## src/rtl/uart_fifo_dma_ctl.sv

```systemverilog
module uart_fifo_dma_ctl #(
  parameter int DEPTH = 128,
  parameter int RX_T0 = 8,
  parameter int RX_T1 = 16,
  parameter int RX_T2 = 56,
  parameter int RX_T3 = 60,
  parameter int TX_T0 = 8,
  parameter int TX_T1 = 16,
  parameter int TX_T2 = 32,
  parameter int TX_T3 = 56,
  localparam int CW = $clog2(DEPTH + 1)
) (
  input  logic          clk,
  input  logic          rst_n,
  input  logic          cfg_we,
  input  logic [7:0]    cfg_wdata,
  input  logic [CW-1:0] tx_count,
  input  logic [CW-1:0] rx_count,
  output logic          rx_clr,
  output logic          tx_clr,
  output logic          rx_space,
  output logic          tx_space,
  output logic          rx_irq,
  output logic          tx_irq,
  output logic          tx_rdy_n,
  output logic          rx_rdy_n
);

  logic          fifo_en, dma_mode;
  logic [1:0]    rx_code, tx_code;
  logic [CW-1:0] rx_trig, tx_trig, rx_lvl, tx_lvl, depth_eff;
  logic          lvl_mode;

  always_ff @(posedge clk or negedge rst_n) begin
    if (!rst_n) begin
      fifo_en  <= 1'b0;
      dma_mode <= 1'b0;
      rx_code  <= 2'd0;
      tx_code  <= 2'd0;
      rx_clr   <= 1'b0;
      tx_clr   <= 1'b0;
    end else begin
      rx_clr <= cfg_we & cfg_wdata[1];
      tx_clr <= cfg_we & cfg_wdata[2];
      if (cfg_we) begin
        fifo_en  <= cfg_wdata[0];
        dma_mode <= cfg_wdata[3];
        tx_code  <= cfg_wdata[5:4];
        rx_code  <= cfg_wdata[7:6];
      end
    end
  end

  always_comb begin
    case (rx_code)
      2'd0:    rx_trig = CW'(RX_T0);
      2'd1:    rx_trig = CW'(RX_T1);
      2'd2:    rx_trig = CW'(RX_T2);
      default: rx_trig = CW'(RX_T3);
    endcase
    case (tx_code)
      2'd0:    tx_trig = CW'(TX_T0);
      2'd1:    tx_trig = CW'(TX_T1);
      2'd2:    tx_trig = CW'(TX_T2);
      default: tx_trig = CW'(TX_T3);
    endcase
  end

  assign rx_lvl    = fifo_en ? rx_trig : CW'(1);
  assign tx_lvl    = fifo_en ? tx_trig : CW'(1);
  assign depth_eff = fifo_en ? CW'(DEPTH) : CW'(1);
  assign lvl_mode  = fifo_en & dma_mode;

  assign rx_irq   = rx_count >= rx_lvl;
  assign tx_irq   = tx_count <  tx_lvl;
  assign rx_space = rx_count <  depth_eff;
  assign tx_space = tx_count <  depth_eff;

  always_ff @(posedge clk or negedge rst_n) begin
    if (!rst_n) begin
      tx_rdy_n <= 1'b1;
      rx_rdy_n <= 1'b1;
    end else begin
      tx_rdy_n <= !(lvl_mode ? tx_irq : (tx_count == '0));
      rx_rdy_n <= !(lvl_mode ? rx_irq : (rx_count != '0));
    end
  end

endmodule


```

## config.mk

```make
export PLATFORM = sky130hd
export DESIGN_NAME = uart_fifo_dma_ctl
export DESIGN_NICKNAME = d
export VERILOG_FILES = /design/src/rtl/uart_fifo_dma_ctl.sv
export SDC_FILE = /design/constraint.sdc
export NUM_CORES = 1
export LEC_CHECK = 0
export BUFFER_PORTS_ARGS = -buffer_cell sky130_fd_sc_hd__buf_2
export CAP_MARGIN = 25
export CORE_UTILIZATION = 44
export DETAILED_ROUTE_END_ITERATION = 7
export GPL_TIMING_DRIVEN = 0
export PLACE_DENSITY = 0.83
export SETUP_SLACK_MARGIN = 0.05
export SYNTH_ARGS = -nofsm -noshare
export SYNTH_HDL_FRONTEND = slang
export SYNTH_SLANG_ARGS = --single-unit
```

## constraint.sdc

```tcl
create_clock -name clk -period 2.78 [get_ports clk]
set_clock_uncertainty 0.05 [all_clocks]
set_input_delay 0.556 -clock clk [delete_from_list [all_inputs] [get_ports clk]]
set_output_delay 0.556 -clock clk [all_outputs]
set_load 0.02 [all_outputs]
```

==> results.sh <==
export IMPL_yosys_cell_count_top_type="ha_1"
export IMPL_max_vdd_ir_drop_uv=259
export IMPL_synth_top_cell_area_share=0.284
export IMPL_synth_cells=73
export IMPL_grt_total_usage=0.202
export IMPL_slowest_delay_ps=350
export IMPL_finalSetupTns_ps=0
export IMPL_critPathLaunchType="register"
export IMPL_synthAdderAreaFrac=0.213
export IMPL_drv_slew=0
export IMPL_die_h_um=42.0
export IMPL_wl_per_cell_um=13.0
export IMPL_drt_iter0_markers=7
export IMPL_synthXorXnorAreaFrac=0
export IMPL_grt_pass1_vias=709
export IMPL_overflow=0
export IMPL_cp_end_kind="primary output"
export IMPL_drt_pass1_iterations=3
export IMPL_p_leak_uw=0.000468
export IMPL_final_nets=151
export IMPL_cp_arrival_ps=2050
export IMPL_num_vias=707
export IMPL_dp_hpwl_um=1330
export IMPL_h_tree_depth=1
export IMPL_yosys_area_share_simple=0.211
export IMPL_wl_um=1650
export IMPL_synth_top_area_cell="dfrtp_1"
export IMPL_outcome="completed"
export IMPL_nFillCells=130
export IMPL_maxSlewHeadroom=0.705
export IMPL_ys_warn_count=0
export IMPL_crit_start="fifo_en"
export IMPL_gp_congestion=0.908
export IMPL_clockRootBuffer="clkbuf_4"
export IMPL_clk_latency_ps=260
export IMPL_max_freq_mhz=376
export IMPL_synth_edf_count=0
export IMPL_clkTransAtPathRegs_ps=70
export IMPL_r2r_end="rx_rdy_n"
export IMPL_syn_area_um2=706
export IMPL_endpoint="rx_irq"
export IMPL_numClockSinks=10
export IMPL_io_buffers=34
export IMPL_fin_crit_ps=2660
export IMPL_synth_seq_cells=10
export IMPL_cts_hold_buf=0
export IMPL_worst_path_max_delay_cell="a2111oi_2"
export IMPL_synthMuxAreaShare=0.0479
export IMPL_seqCellArea_um2=253
export IMPL_rsz0062_at_grt="no"
export IMPL_die_w_um=42.0
export IMPL_ff2ff_path_depth=6
export IMPL_powerDensity_mw_per_mm2=431
export IMPL_cap_violations=0
export IMPL_core_mm2=0.00151
export IMPL_synth_seq_area_share=0.358
export IMPL_final_antenna_net_count=0
export IMPL_drive_gt1_frac=0.441
export IMPL_initial_utilization=0.468
export IMPL_crit_fanout=10
export IMPL_ys_types=28
export IMPL_setup_violations=0
export IMPL_area_growth_pct=38.3
export IMPL_fin_util=0.648
export IMPL_avgSynthCellArea_um2=9.67
export IMPL_num_antenna_cells=0
export IMPL_synth_nets=112
export IMPL_worstReg2RegStart="fifo_en"
export IMPL_cts_buffers=3
export IMPL_ios=35
export IMPL_drc_errors=0
export IMPL_cts_tree="yes"
export IMPL_criticalPathCategory="register to primary output"
export IMPL_synth_ff_type="dfrtp_1"
export IMPL_std_cell_rows=14
export IMPL_tightest_slew_ps=439
export IMPL_dieArea_mm2=0.00177
export IMPL_reg2reg_slack_ps=1070
export IMPL_multi_input_area_um2=468
export IMPL_ys_top_cells_by_area="dfrtp_1 28%, ha_1 21%, dfstp_2 7.4%, o21ai_0 5.0%, mux2_2 4.8%"
export IMPL_ys_async_sr_fraction=1.00
export IMPL_hold_viol_final=0
export IMPL_antenna_found_initial=0
export IMPL_clockBufferDepth=2
export IMPL_synth_top_family_by_area="adder cells"
export IMPL_fin_crit_sh=0.956
export IMPL_total_power_uw=421
export IMPL_viasPerCell=5.57
export IMPL_grt_max_degree=11
export IMPL_grt_pass1_wl_um=2700
export IMPL_cp_data_required_time_ps=2170
export IMPL_synth_compound_area_frac=0.138
export IMPL_netlist_top_cells_count="12 x ha_1, 8 x dfrtp_1, 8 x nand2_1"
export IMPL_crit_chain="buf_4, o21ai_0, ha_1, a2111oi_2, o21ai_1, or2_2, buf_2"
export IMPL_hp_class="input port to async pin"
metal layers:
layer	global-route usage	vias up	share of wire
met5	0	-	0
met4	0.0875	0	0.023
met2	0.394	24	0.56
li1	-	345	-
met3	0.0345	6	0.047
met1	0.206	332	0.37
sequential cells by signal, summed over array words and instances (netlist names):
| signal | flops |
|---|---|
| rx_rdy_n | 1 |
| fifo_en | 1 |
| dma_mode | 1 |
| tx_clr | 1 |
| rx_clr | 1 |
| tx_rdy_n | 1 |
| rx_code | 2 |
| tx_code | 2 |
where the power goes:
part,switching (uW),internal [uW],leakage [uW]
combinational,68.8,58.6,0.000329
sequential,6.46,157,0.000118
clock,50.9,79.5,0.0000210
worst min-delay path by stage:
stage | start | endpoint | slack [ps]
finish | rst_n | tx_code[1] | 80
global route | rst_n | tx_code[1] | 80
CTS | rst_n | dma_mode | 90
detailed placement | rst_n | tx_code[1] | 370
global placement | rst_n | tx_code[1] | 370
floorplan | rst_n | dma_mode | 210
cell families (layout without fill, tap and decap cells):
kind of cell               count (synthesis)  in the layout
and+or+nand+nor                           26             26
AOI/OAI and AO/OA                         16             16
adders and majority gates                 12             12
buffers and inverters                      6             44
muxes                                      3              3
DFF                                       10             10
placed cells by master, fill, tap and decap left out:
master / Yosys / final
a2111oi_2: 0 / 1
a2111oi_4: 0 / 1
a21o_1: 1 / 1
a21oi_1: 3 / 3
a22oi_1: 1 / 1
and2_1: 2 / 2
buf_2: 0 / 33
buf_4: 0 / 2
clkbuf_1: 2 / 1
clkbuf_4: 0 / 3
clkbuf_8: 0 / 1
dfrtp_1: 8 / 8
dfstp_2: 2 / 2
ha_1: 12 / 11
ha_4: 0 / 1
inv_1: 4 / 4
mux2_2: 3 / 3
nand2_1: 8 / 8
nand3_1: 2 / 2
nand4_1: 1 / 1
nand4b_1: 1 / 1
nand4bb_1: 1 / 1
nor2_1: 2 / 2
nor2b_1: 1 / 1
nor3_1: 1 / 1
nor3b_1: 1 / 1
nor4_1: 2 / 2
o21a_1: 1 / 1
o21ai_0: 7 / 5
o21ai_1: 0 / 2
o31ai_1: 1 / 1
or2_2: 1 / 1
or3_1: 1 / 1
or3_4: 1 / 1
or4_1: 1 / 1
repair_timing:
item                       in CTS  in global routing
pin swaps                       0                  2
buffers inserted                0                  0
cloned                          0                  0
setup endpoints to repair       2                  2
gates resized for setup         7                  5
area by class of cell:
cell class                      count  share of cell area
Inverter                            4              0.0154
Multi-Input combinational cell     57               0.479
Buffer                              2              0.0115
Timing Repair Buffer               34               0.177
Tap cell                           16              0.0205
Clock buffer                        4              0.0372
Sequential cell                    10               0.259
metrics by stage:
stage,instance area [um^2],hold slack (ps),worst slack (ps),instances
floorplan,706,210,336,73
global placement,896,368,103,123
detailed placement,896,372,74.3,123
CTS,948,90.0,53.3,127
global route,976,84.0,41.0,127
finish,976,84.9,122,127
critical path: cells and delay by family (launching register included):
kind | cells | cell delay, ps
AOI/OAI and AO/OA | 3 | 610
DFF | 1 | 340
buffers and inverters | 2 | 320
and+or+nand+nor | 1 | 310
adders and majority gates | 1 | 210
Note: power is estimated with default switching activity, not from simulation.
